===== config.mk =====
export PLATFORM = sky130hd
export DESIGN_NAME = lpx_exit_seq
export DESIGN_NICKNAME = d
export VERILOG_FILES = /design/src/rtl/lpx_pkg.sv /design/src/rtl/lpx_dom_mask.sv /design/src/rtl/lpx_step_fsm.sv /design/src/rtl/lpx_exit_seq.sv
export SDC_FILE = /design/constraint.sdc
export NUM_CORES = 1
export LEC_CHECK = 0
export BUFFER_PORTS_ARGS = -buffer_cell sky130_fd_sc_hd__buf_2
export CAP_MARGIN = 25
export CORE_MARGIN = 2
export CORE_UTILIZATION = 53
export CTS_BUF_LIST = sky130_fd_sc_hd__clkbuf_8
export DETAILED_ROUTE_END_ITERATION = 8
export GPL_TIMING_DRIVEN = 0
export PLACE_DENSITY_LB_ADDON = 0.08
export SLEW_MARGIN = 20
export SYNTH_ARGS = -nofsm -noshare
export SYNTH_HDL_FRONTEND = slang
export SYNTH_SLANG_ARGS = --single-unit

===== constraint.sdc =====
create_clock -name clk -period 2.45 [get_ports clk]
set_clock_uncertainty 0.2 [all_clocks]
set_input_delay 0.245 -clock clk [delete_from_list [all_inputs] [get_ports clk]]
set_output_delay 0.245 -clock clk [all_outputs]
set_load 0.03 [all_outputs]

===== src/rtl/lpx_pkg.sv =====
package lpx_pkg;

    typedef enum logic [1:0] {
        ST_IDLE,
        ST_PERIPH,
        ST_CPUCLK,
        ST_WAKE
    } step_e;

    typedef struct packed {
        logic cpu_clk;
        logic wake;
    } plan_t;

    localparam logic [3:0] MODE_HALT = 4'h8;
    localparam logic [3:0] MODE_STOP = 4'hA;
    localparam logic [3:0] MODE_STBY = 4'hD;

    function automatic logic is_run(input logic [3:0] m);
        return m[3:2] == 2'b01;
    endfunction

    function automatic plan_t make_plan(input logic [3:0] cur, input logic [3:0] tgt);
        plan_t p;
        p.cpu_clk = ((cur == MODE_HALT) || (cur == MODE_STOP)) && is_run(tgt);
        p.wake    = ((cur == MODE_HALT) || (cur == MODE_STOP) || (cur == MODE_STBY))
                    && is_run(tgt);
        return p;
    endfunction

    function automatic int dom_of(input int idx, input int nper, input int ndom);
        return (idx * ndom) / nper;
    endfunction

endpackage


===== src/rtl/lpx_dom_mask.sv =====
module lpx_dom_mask #(
    parameter int NPER = 16,
    parameter int NDOM = 2
) (
    input  logic [NDOM-1:0] dom_sel,
    output logic [NPER-1:0] mask
);
    // Expand a per-domain flag vector into a per-peripheral mask.
    for (genvar i = 0; i < NPER; i++) begin : g_bit
        localparam int D = lpx_pkg::dom_of(i, NPER, NDOM);
        assign mask[i] = dom_sel[D];
    end
endmodule


===== src/rtl/lpx_step_fsm.sv =====
module lpx_step_fsm
    import lpx_pkg::*;
(
    input  logic  clk,
    input  logic  rst,
    input  logic  start,
    input  plan_t plan_in,
    input  logic  periph_ok,
    input  logic  flash_ok,
    output logic  accept,
    output logic  in_periph,
    output logic  busy,
    output logic  clk_fire,
    output logic  wake_fire,
    output logic  fin
);
    step_e state_q, state_d;
    plan_t plan_q;

    always_comb begin
        state_d   = state_q;
        accept    = 1'b0;
        clk_fire  = 1'b0;
        wake_fire = 1'b0;
        fin       = 1'b0;
        unique case (state_q)
            ST_IDLE: begin
                accept = start;
                if (start) state_d = ST_PERIPH;
            end
            ST_PERIPH: begin
                if (periph_ok) begin
                    if (plan_q.cpu_clk)   state_d = ST_CPUCLK;
                    else if (plan_q.wake) state_d = ST_WAKE;
                    else begin
                        fin     = 1'b1;
                        state_d = ST_IDLE;
                    end
                end
            end
            ST_CPUCLK: begin
                if (flash_ok) begin
                    clk_fire = 1'b1;
                    if (plan_q.wake) state_d = ST_WAKE;
                    else begin
                        fin     = 1'b1;
                        state_d = ST_IDLE;
                    end
                end
            end
            ST_WAKE: begin
                wake_fire = 1'b1;
                fin       = 1'b1;
                state_d   = ST_IDLE;
            end
            default: state_d = ST_IDLE;
        endcase
    end

    assign in_periph = (state_q == ST_PERIPH);
    assign busy      = (state_q != ST_IDLE);

    always_ff @(posedge clk) begin
        if (rst) begin
            state_q <= ST_IDLE;
            plan_q  <= '0;
        end else begin
            state_q <= state_d;
            if (accept) plan_q <= plan_in;
        end
    end
endmodule


===== src/rtl/lpx_exit_seq.sv =====
module lpx_exit_seq
    import lpx_pkg::*;
#(
    parameter int NPER = 16,
    parameter int NDOM = 2
) (
    input  logic            clk,
    input  logic            rst,
    input  logic            start,
    input  logic [3:0]      cur_mode,
    input  logic [3:0]      tgt_mode,
    input  logic            vreg_done,
    input  logic            flash_done,
    input  logic [NDOM-1:0] pd_starting,
    input  logic [NDOM-1:0] pd_done,
    input  logic [NPER-1:0] periph_req,
    output logic [NPER-1:0] periph_clk_en,
    output logic            cpu_clk_en,
    output logic            cpu_wake,
    output logic            trans_done
);
    logic [NPER-1:0] req_q;
    logic [NDOM-1:0] start_dom_q, dom_up_q;
    logic            vreg_seen_q;

    logic            vr, all_up, periph_ok;
    logic [NDOM-1:0] up, avail_dom;
    logic [NPER-1:0] avail_mask, clr_mask;
    plan_t           plan_now;

    logic accept, in_periph, busy, clk_fire, wake_fire, fin;

    assign plan_now  = make_plan(cur_mode, tgt_mode);
    assign vr        = vreg_seen_q | vreg_done;
    assign up        = dom_up_q | pd_done;
    assign avail_dom = ~start_dom_q | up;
    assign all_up    = &avail_dom;
    assign periph_ok = vr & all_up;

    lpx_dom_mask #(.NPER(NPER), .NDOM(NDOM)) u_avail (
        .dom_sel (avail_dom),
        .mask    (avail_mask)
    );

    lpx_dom_mask #(.NPER(NPER), .NDOM(NDOM)) u_clr (
        .dom_sel (pd_starting),
        .mask    (clr_mask)
    );

    lpx_step_fsm u_fsm (
        .clk       (clk),
        .rst       (rst),
        .start     (start),
        .plan_in   (plan_now),
        .periph_ok (periph_ok),
        .flash_ok  (flash_done),
        .accept    (accept),
        .in_periph (in_periph),
        .busy      (busy),
        .clk_fire  (clk_fire),
        .wake_fire (wake_fire),
        .fin       (fin)
    );

    always_ff @(posedge clk) begin
        if (rst) begin
            req_q         <= '0;
            start_dom_q   <= '0;
            dom_up_q      <= '0;
            vreg_seen_q   <= 1'b0;
            periph_clk_en <= '0;
            cpu_clk_en    <= 1'b0;
            cpu_wake      <= 1'b0;
            trans_done    <= 1'b0;
        end else begin
            cpu_wake   <= wake_fire;
            trans_done <= fin;
            if (accept) begin
                req_q         <= periph_req;
                start_dom_q   <= pd_starting;
                dom_up_q      <= '0;
                vreg_seen_q   <= 1'b0;
                periph_clk_en <= periph_clk_en & ~clr_mask;
                if (plan_now.cpu_clk) cpu_clk_en <= 1'b0;
            end else begin
                if (busy) begin
                    vreg_seen_q <= vr;
                    dom_up_q    <= up;
                end
                if (in_periph && vr) periph_clk_en <= req_q & avail_mask;
                if (clk_fire) cpu_clk_en <= 1'b1;
            end
        end
    end
endmodule


* After elaboration in Yosys (flattened, before gate mapping)
Index checks and enable logic that the tools add are counted.
** Word-level totals
- Input port bits :: 33
- Logic and storage cells :: 63
- Output and inout port bits :: 19
- Flip-flop bits (word level) :: 44
** Operators by class
- Reduce and logical (&&, ||, !) cells :: 13
- Mux-type cells :: 20
- Eq/ne operators :: 11
- Bitwise logic cells :: 8
** Operator list (number)
- $and A16 B16 Y16 :: 2
- $mux W16 :: 2
- $not A16 Y16 :: 1
- $eq A4 B4 Y1 const B :: 3
- $mux W1 :: 11
- $mux W2 :: 5
- $pmux W2 S4 :: 1
- $ne A2 B2 Y1 const B :: 3
- $reduce_bool A2 Y1 :: 3
- $eq A2 B1 Y1 const B :: 2
- $eq A2 B2 Y1 const B :: 2
- $or A2 B2 Y2 :: 2
- $reduce_and A2 Y1 :: 2
- $logic_and A1 B1 Y1 :: 3
- $pmux W1 S3 :: 1
- $reduce_and A3 Y1 :: 1
- $logic_not A2 Y1 :: 1
- $logic_or A1 B1 Y1 :: 2
- $ne A2 B1 Y1 const B :: 1
- $not A2 Y2 :: 1
- $reduce_or A2 Y1 :: 1
- $and A1 B1 Y1 :: 1
- $or A1 B1 Y1 :: 1

* Depth between registers and ports, before layout
Gate-level depths: netlist (run 1).
- Word-level depth :: 6
- Gate-level depth with buffers :: 7
- Gate-level depth less buffers :: 4

* Hierarchy
Synthesis (run 1) repeated with hierarchy kept, for this count alone.
** Unflattened totals
- Cell total of the unflattened synthesis :: 239
- Area total of the unflattened synthesis :: 2250.9 µm²
** By module, submodules not included
- lpx_exit_seq :: cells each 178, instances 1, sequential area each 800.8 µm², area each 1752.9 µm²
- lpx_step_fsm :: cells each 29, instances 1, sequential area each 80.1 µm², area each 257.7 µm²
- lpx_dom_mask :: cells each 16, instances 2, sequential area each 0.0 µm², area each 120.1 µm²

* Worst setup path before layout (run 1)
No wires, ideal clock.
- Path kind :: register -> register
- Start :: register u_fsm.state_q[0]
- End :: register trans_done
- Arrival time :: 1.612 ns
- Required time :: 2.170 ns
- Cell stages (with the launch flop) :: 6
- Clock period less this slack :: 1.892 ns
- Library setup time :: 0.080 ns
- Path buffers :: 1
- Path slack :: 0.558 ns
- Path through :: dfxtp_1 o21ai_2 or3_1 buf_6 or4_4 a211oi_2
** Between the ends
- Word-level cells in the longest chain between the ends :: 2
- Elaborated cells between the ends (all ways) :: 4
- Classes of those cells :: 3 x eq/ne; 1 x mux
** RTL lines
- start: declaration :: RTL line lpx_step_fsm.sv:17 : step_e state_q, state_d;
- start signal: assignment :: RTL line lpx_step_fsm.sv:68 : state_q <= state_d;
- $eq A2 B2 Y1 or $eq A2 B1 Y1 (tied branches) :: RTL line lpx_step_fsm.sv:26 : unique case (state_q)
- $pmux W1 S3 * :: RTL line lpx_step_fsm.sv:26
- end signal: assignment :: RTL line lpx_exit_seq.sv:77 : trans_done <= fin;
- end: declaration :: RTL line lpx_exit_seq.sv:20 : output logic trans_done
Mark *: on every way between the ends. The rest lies on a longest branch, timed or not.
A chain may end at the register's enable or synchronous reset.

* Worst setup path after layout (run 1)
- Start :: register u_fsm.state_q[1]
- End :: register start_dom_q[1]
** Between the ends
- Word-level cells in the longest chain between the ends :: 2
** RTL lines
- $logic_not A2 Y1 :: RTL line lpx_step_fsm.sv:26
- $mux W1 :: RTL line lpx_step_fsm.sv:26
- end signal: assignment :: RTL line lpx_exit_seq.sv:80 : start_dom_q <= pd_starting;
- end: declaration :: RTL line lpx_exit_seq.sv:23 : logic [NDOM-1:0] start_dom_q, dom_up_q;
No other way between the ends.

==> results.yml, run 1 <==
outcome:
  status: "finished clean"
cts:
  cts.path.max_buffers: 2
  cts_tree: "built"
  hold_buffers: 16
  htree_levels: 2
  clock_latency_ns: 0.30
  clk_pin_slew_ns: 0.08
  post_cts_resized: 0
  clock-sinks: 44
  cts_root_buf: "clkbuf_8"
  numCtsBuffers: 5
  post_cts_buffers: 0
worst_hold_path:
  holdPathStages: 3
  hold_path_class: "in -> reg"
floorplanning:
  core-area_um2: 3103
  initial_core_util: 0.5649
  die_width_um: 61.51
  ios: 52
  rows: 20
  die-area_um2: 3783
  die_h_um: 61.51
routing:
  vias: 1630
  antenna_left: 0
  wire_per_inst_um: 12.02
  first_iter_violations: 57
  routed_wl_um: 3906
  drc: 0
  vias_per_cell: 5.015
  first_pass_iters: 4
critical_path:
  critical_path.endpoint_type: "flip-flop"
  cp.required_ns: 2.48
  cp_top_family: "buffers and inverters"
  critPathKind: "reg -> reg"
  cp_max_fo: 10
  arrival_ns: 2.18
  slowest_stage: "buf_1"
  max_stage_delay_ns: 0.39
  cp_num_cells: 7
  worstPathCellList: "clkbuf_1, nor2_1, and2_1, clkbuf_1, buf_1, nand2_1, a21oi_1"
  path_common_cell: "clkbuf_1"
  crit_buf_inv: 3
  startpoint_type: "flip-flop"
  reg2regPathDepth: 7
timing:
  slew_headroom: 0.5440
  fin_tns_setup_ns: 0
  tightest_slew_ns: 0.6840
  finalSetupViolCount: 0
  hold_viol_final: 0
  period_share: 0.8807
  final.min_clock_period_ns: 2.158
  rsz0062_at_grt: "false"
  fmax_ghz: 0.4634
  slew_viol_final: 0
yosys:
  synth_compound_area_frac: 0.1941
  synth_top_family_by_area: "simple AND/OR/NAND/NOR gates"
  yosysWarnings: 0
  syn_nets: 241
  synthAdderAreaFrac: 0
  synthSimpleGateAreaFrac: 0.2348
  syn_avg_cell_area_um2: 8.428
  synth_seq_area_share: 0.5025
  synth_top_area_cell: "dfxtp_1"
  synth_area_leaders: "dfxtp_1, nand2_1, o32ai_1, a21oi_1, nand2b_1"
  synthMuxAreaShare: 0
  synthFlopType: "dfxtp_1"
  async_flop_share: 0
  synth_top_area_share: 0.5025
  synthDistinctLibCells: 28
  yosys.area_share.xor_xnor: 0
  syn-cell-area_um2: 1753
  ys_seq_elements: 44
  syn_inst: 208
  synth_edf_count: 0
layout:
  n_fill_cell: 278
  final_nets: 313
  layout_commonest_cell: "buf_2"
  stdcell_count: 325
  multiInputGateArea_um2: 752.0
  antennaDiodeCount: 0
  mostFrequentLayoutCells: "buf_2, dfxtp_1, nand2_1, a21oi_1, nand2b_1"
  area_delta_synth_final_pct: 33.48
  register_area_um2: 880.8
  drive_gt1_frac: 0.2349
grt:
  grt_max_degree: 14
  grt_pass1_wl_um: 6154
  grt-ovfl-total: 0
  antenna_found_initial: 0
  grt_pass1_vias: 1473
  grt_usage: 0.2270
placed_design:
  port_buffers: 49
  placedCellCount: 301
  dp_hpwl_um: 2537
  place.gp.congestion: 0.8574
power:
  power.density_nw_per_um2: 657.7
  peakVddDrop_uv: 336.2
  p_leak_nw: 0.9305
  power.total_w: 0.001539
job:
  max-cap-violations: 0
cells in the mapped netlist, types with 2 or more instances:
cell,number
dfxtp_1,44
nand2_1,41
a21oi_1,23
nand2b_1,18
inv_1,16
o32ai_1,16
clkbuf_1,12
nor2_1,11
a22oi_1,4
and2b_2,2
nor3_1,2
nor3b_1,2
o21ai_0,2
per-layer routing:
layer	track usage	up-vias	part of all wire
met2	0.4090	46	0.50
met5	0	-	0
met3	0.07983	9	0.064
met1	0.2409	732	0.42
li1	-	843	-
met4	0.08815	0	0.015
kinds of logic after synthesis:
kind of cell	after synthesis
DFF	44
AOI/OAI and AO/OA	50
buffers and inverters	30
and+or+nand+nor	84
path summary, 6_finish.rpt:
check                                      start             end  slack [ns]
worst max-delay path            u_fsm.state_q[1]  start_dom_q[1]        0.29
worst min-delay path               periph_req[0]        req_q[0]       0.004
worst max register to register  u_fsm.state_q[1]  start_dom_q[1]        0.29
worst min register to register         req_q[10]       req_q[10]        0.26
worst register-to-register path, stage by stage, from the launching register on:
cell	delay, ns
dfxtp_1	0.32
clkbuf_1	0.21
nor2_1	0.24
and2_1	0.15
clkbuf_1	0.33
buf_1	0.39
nand2_1	0.12
a21oi_1	0.14
state kept, by name (all words and copies together) (netlist names), 2 cells and up:
signal / cells
u_fsm.plan_q: 2
u_fsm.state_q: 2
periph_clk_en: 16
req_q: 16
start_dom_q: 2
dom_up_q: 2
report_power, final:
part / total [W] / switching (W) / internal (W)
combinational: 0.000184 / 0.000101 / 0.0000832
sequential: 0.000758 / 0.0000155 / 0.000742
clock: 0.000597 / 0.000238 / 0.000360
metrics by stage:
stage	worst slack, ns	area [um2]	utilization	hold slack (ns)
after detailed placement	0.3583	2053	0.6617	0.2474
after global routing	0.09038	2340	0.7540	0.009611
final	0.2922	2340	0.7540	0.004386
after CTS	0.2737	2340	0.7540	0.004424
after floorplan	0.5584	1753	-	0.1810
after global placement	0.3277	2053	0.6617	0.2424
layout make-up:
type | count | share of cell area
sequential | 44 | 0.3765
multi-input combinational | 134 | 0.3214
timing repair buffer | 65 | 0.1733
clock buffer | 7 | 0.04118
buffer | 14 | 0.02567
inverter | 16 | 0.02567
tap | 44 | 0.02353
clock inverter | 1 | 0.01283
Power figures use the tool's default switching activity.
==> run 2: changes to the inputs <==
Settings changed: CORE_UTILIZATION 53 to 40.
==> run 2 against run 1 <==
Critical endpoint is now req_q[7]. Global-route usage is 4.8 points lower. Sequential share of layout area hardly changed. Final cell count is 2.8% higher. Sequential power hardly changed. Final area hardly changed. Core utilization is 21 points lower.
==> results.yml, run 2 (synthesis results as in run 1) <==
outcome:
  status: "finished clean"
placed_design:
  dp_slack_ns: 0.3217
  dp_hpwl_um: 2810
  placedCellCount: 309
  place.gp.congestion: 0.7932
  port_buffers: 49
cts:
  clk_pin_slew_ns: 0.08
  cts.path.max_buffers: 2
  cts_tree: "built"
  post_cts_buffers: 0
  numCtsBuffers: 5
  htree_levels: 2
  clock-sinks: 44
  cts_root_buf: "clkbuf_8"
  clock_latency_ns: 0.29
  post_cts_resized: 0
  hold_buffers: 17
critical_path:
  cp_max_fo: 10
  reg2regPathDepth: 7
  arrival_ns: 2.14
  r2r_slack_ns: 0.33
  rr_endpoint: "req_q[7]"
  startpoint_type: "flip-flop"
  crit_start: "u_fsm.state_q[1]"
  cp.required_ns: 2.48
  critical_path.endpoint_type: "flip-flop"
  cp-endpoint: "req_q[7]"
  reg2reg_from: "u_fsm.state_q[1]"
  critPathKind: "reg -> reg"
floorplanning:
  rows: 24
  initial_core_util: 0.4082
  die_width_um: 70.20
  core-area_um2: 4294
  die-area_um2: 4928
  die_h_um: 70.20
  ios: 52
routing:
  antenna_left: 0
  vias_per_cell: 4.889
  wire_per_inst_um: 12.04
  first_iter_violations: 42
  drc: 0
  vias: 1633
  routed_wl_um: 4022
  first_pass_iters: 4
grt:
  grt_use_met2: 0.2942
  grt-busiest-layer: "met2"
  grt_usage: 0.1788
  grt_pass1_vias: 1545
  grt_max_degree: 14
  grt-ovfl-total: 0
  grt_pass1_wl_um: 6969
  met3_usage: 0.05051
  antenna_found_initial: 0
  met1_usage: 0.2295
layout:
  antennaDiodeCount: 0
  n_fill_cell: 442
  layout_commonest_cell: "buf_2"
  drive_gt1_frac: 0.2305
  area_delta_synth_final_pct: 33.55
  mostFrequentLayoutCells: "buf_2, dfxtp_1, nand2_1, a21oi_1, nand2b_1"
  final_nets: 314
  reg_top3: "periph_clk_en: 16 flops, req_q: 16 flops"
  stdcell_count: 334
power:
  p_leak_nw: 0.9295
  peakVddDrop_uv: 314.3
  power.total_w: 0.001482
  power.density_nw_per_um2: 633.3
timing:
  fin_tns_setup_ns: 0
  final.min_clock_period_ns: 2.116
  slew_headroom: 0.5160
  period_share: 0.8636
  fmax_ghz: 0.4727
  hold_slack_ns: 0.01311
  rsz0062_at_grt: "false"
  finalSetupViolCount: 0
  hold_viol_final: 0
  tightest_slew_ns: 0.7260
  setup_ws_ns: 0.3343
  slew_viol_final: 0
worst_hold_path:
  hold_path_class: "in -> reg"
job:
  max-cap-violations: 0
==> run 2: stage by stage <==
step	instance area, um2	utilization
finish	2341	0.5452
global route	2341	0.5452
global placement	2063	0.4805
detailed placement	2063	0.4805
floorplan	1753	-
CTS	2341	0.5452
==> run 2: cell type report <==
type                            instances  area (um2)  share of cell area
Timing Repair Buffer                   66       415.4              0.1774
Sequential cell                        44       880.8              0.3763
Multi-Input combinational cell        134       752.0              0.3212
Tap cell                               52       65.06             0.02779
Inverter                               16       60.06             0.02565
Clock inverter                          3       38.79             0.01657
Buffer                                 14       60.06             0.02565
Clock buffer                            5       68.82             0.02940
==> run 2: report_power, final <==
part,total [W],leakage (nW),switching (W),internal [W]
sequential,0.000758,0.358,0.0000152,0.000742
clock,0.000539,0.0593,0.000240,0.000298
combinational,0.000186,0.512,0.000102,0.0000842
==> run 2: worst max-delay path, stage by stage (launching register included) <==
cell and delay [ns]:
dfxtp_1 0.32, clkbuf_1 0.20, nor2_1 0.19, and2_1 0.14, clkbuf_1 0.36, buf_1 0.40, nand2_1 0.11, a21oi_1 0.13
==> run 2: worst min-delay path by stage <==
stage                                end            from  cells after the start
after floorplan           start_dom_q[0]  pd_starting[0]                      2
after global placement          req_q[6]        req_q[6]                      2
after detailed placement  start_dom_q[1]  start_dom_q[1]                      2
after CTS                 start_dom_q[1]  pd_starting[1]                      3
after global routing      start_dom_q[1]  pd_starting[1]                      3
final                     start_dom_q[1]  pd_starting[1]                      3
==> run 2: metal layers <==
layer | wire, um | part of all wire
met1 | 1911 | 0.48
met2 | 1864 | 0.46
met3 | 195 | 0.048
met4 | 51 | 0.013
met5 | 0 | 0
==> run 3: changes to the inputs <==
Settings changed: CORE_UTILIZATION 40 to 30.
==> run 3 against run 2 <==
Register-to-register slack lost 0.05 ns. Sequential cell count stayed put. Combinational power about the same. Count of clock-buffer cells in the layout is the same. First-iteration DRC count fell by 21%. Wire length increased by 8.0%. Clock power barely moved. Global-route usage is 3.2 points lower. Critical path depth did not move. Sequential share of layout area shrank 0.24 points.
==> results.yml, run 3 (synthesis results as in run 1) <==
grt:
  grt_pass1_wl_um: 7245
  grt_pass1_vias: 1531
  met3_usage: 0.03820
  grt_max_degree: 14
  grt-ovfl-total: 0
  antenna_found_initial: 0
  grt-busiest-layer: "met2"
  grt_use_met2: 0.2358
  met1_usage: 0.1898
  grt_usage: 0.1467
floorplanning:
  die_width_um: 80.44
  core-area_um2: 5574
  die-area_um2: 6471
  ios: 52
  initial_core_util: 0.3145
  rows: 27
  die_h_um: 80.44
cts:
  clock-sinks: 44
  cts_root_buf: "clkbuf_8"
  post_cts_buffers: 0
  cts.path.max_buffers: 2
  htree_levels: 2
  cts_tree: "built"
  numCtsBuffers: 5
  post_cts_resized: 0
  hold_buffers: 16
  clk_pin_slew_ns: 0.08
  clock_latency_ns: 0.29
timing:
  rsz0062_at_grt: "false"
  period_share: 0.8833
  finalSetupViolCount: 0
  hold_slack_ns: 0.01210
  fin_tns_setup_ns: 0
  slew_viol_final: 0
  fmax_ghz: 0.4621
  tightest_slew_ns: 0.7117
  slew_headroom: 0.5255
  hold_viol_final: 0
  final.min_clock_period_ns: 2.164
  setup_ws_ns: 0.2859
power:
  peakVddDrop_uv: 226.5
  p_leak_nw: 0.9254
  power.density_nw_per_um2: 629.4
  power.total_w: 0.001483
layout:
  area_delta_synth_final_pct: 34.40
  fin_area_um2: 2356
  n_fill_cell: 615
  layout_commonest_cell: "buf_2"
  mostFrequentLayoutCells: "buf_2, dfxtp_1, nand2_1, a21oi_1, nand2b_1"
  drive_gt1_frac: 0.2313
  antennaDiodeCount: 0
  final_nets: 313
  reg_top3: "periph_clk_en: 16 flops, req_q: 16 flops"
routing:
  first_iter_violations: 33
  antenna_left: 0
  vias_per_cell: 4.535
  routed_wl_um: 4345
  wire_per_inst_um: 12.31
  first_pass_iters: 4
  drc: 0
  vias: 1601
critical_path:
  cp.required_ns: 2.48
  r2r_slack_ns: 0.29
  critPathKind: "reg -> reg"
  reg2regPathDepth: 7
  critical_path.endpoint_type: "flip-flop"
  rr_endpoint: "req_q[12]"
  cp-endpoint: "req_q[12]"
  crit_start: "u_fsm.state_q[1]"
  arrival_ns: 2.19
  cp_max_fo: 10
  startpoint_type: "flip-flop"
  reg2reg_from: "u_fsm.state_q[1]"
outcome:
  status: "finished clean"
placed_design:
  dp_slack_ns: 0.2581
  port_buffers: 49
  dp_hpwl_um: 3096
  place.gp.congestion: 0.7558
  placed_area_um2: 2088
job:
  max-cap-violations: 0
worst_hold_path:
  holdPathStages: 3
  hold_path_class: "in -> reg"
  min_from: "pd_starting[1]"
-- run 3: changes by cell type in the layout (fill, tap and decap cells not counted), sizes merged --
| cell | delta |
|---|---|
| dlygate4sd3 | -1 |
-- run 3: final cells by class --
class	instances	area, um2	area share
repair buffers	65	405.4	0.1721
plain buffers	14	60.06	0.02549
inverters	16	60.06	0.02549
flip-flops and latches	44	880.8	0.3739
clock inverters	3	38.79	0.01646
multi-input cells	134	752.0	0.3192
clock buffers	5	68.82	0.02921
well taps	72	90.09	0.03824
-- run 3: through the flow --
stage          std cells  utilization
2_1_floorplan        208            -
3_3_place_gp         329       0.3746
3_5_place_dp         329       0.3746
4_1_cts              353       0.4227
5_1_grt              353       0.4227
6_report             353       0.4227
-- run 3: worst min-delay path by stage --
stage | end
after floorplan | start_dom_q[0]
after global placement | req_q[8]
after detailed placement | req_q[0]
after CTS | start_dom_q[1]
after global routing | start_dom_q[1]
final | start_dom_q[1]
-- run 3: report_power, final --
part / internal (W) / total (W) / switching (W)
Sequential: 0.000742 / 0.000757 / 0.0000152
Clock: 0.000299 / 0.000539 / 0.000241
Combinational: 0.0000831 / 0.000186 / 0.000103
Total: 0.00112 / 0.00148 / 0.000359
-- run 3: critical path, cell delays in order (launching register included) --
cell and delay (ns):
dfxtp_1 0.33, clkbuf_1 0.21, nor2_1 0.21, and2_1 0.14, clkbuf_1 0.34, buf_1 0.42, nand2_1 0.12, a21oi_1 0.13
-- run 3: layer usage --
layer	vias up	routed length, um
met3	7	204
met1	713	2083
met5	-	0
met2	33	1992
li1	848	-
met4	0	64
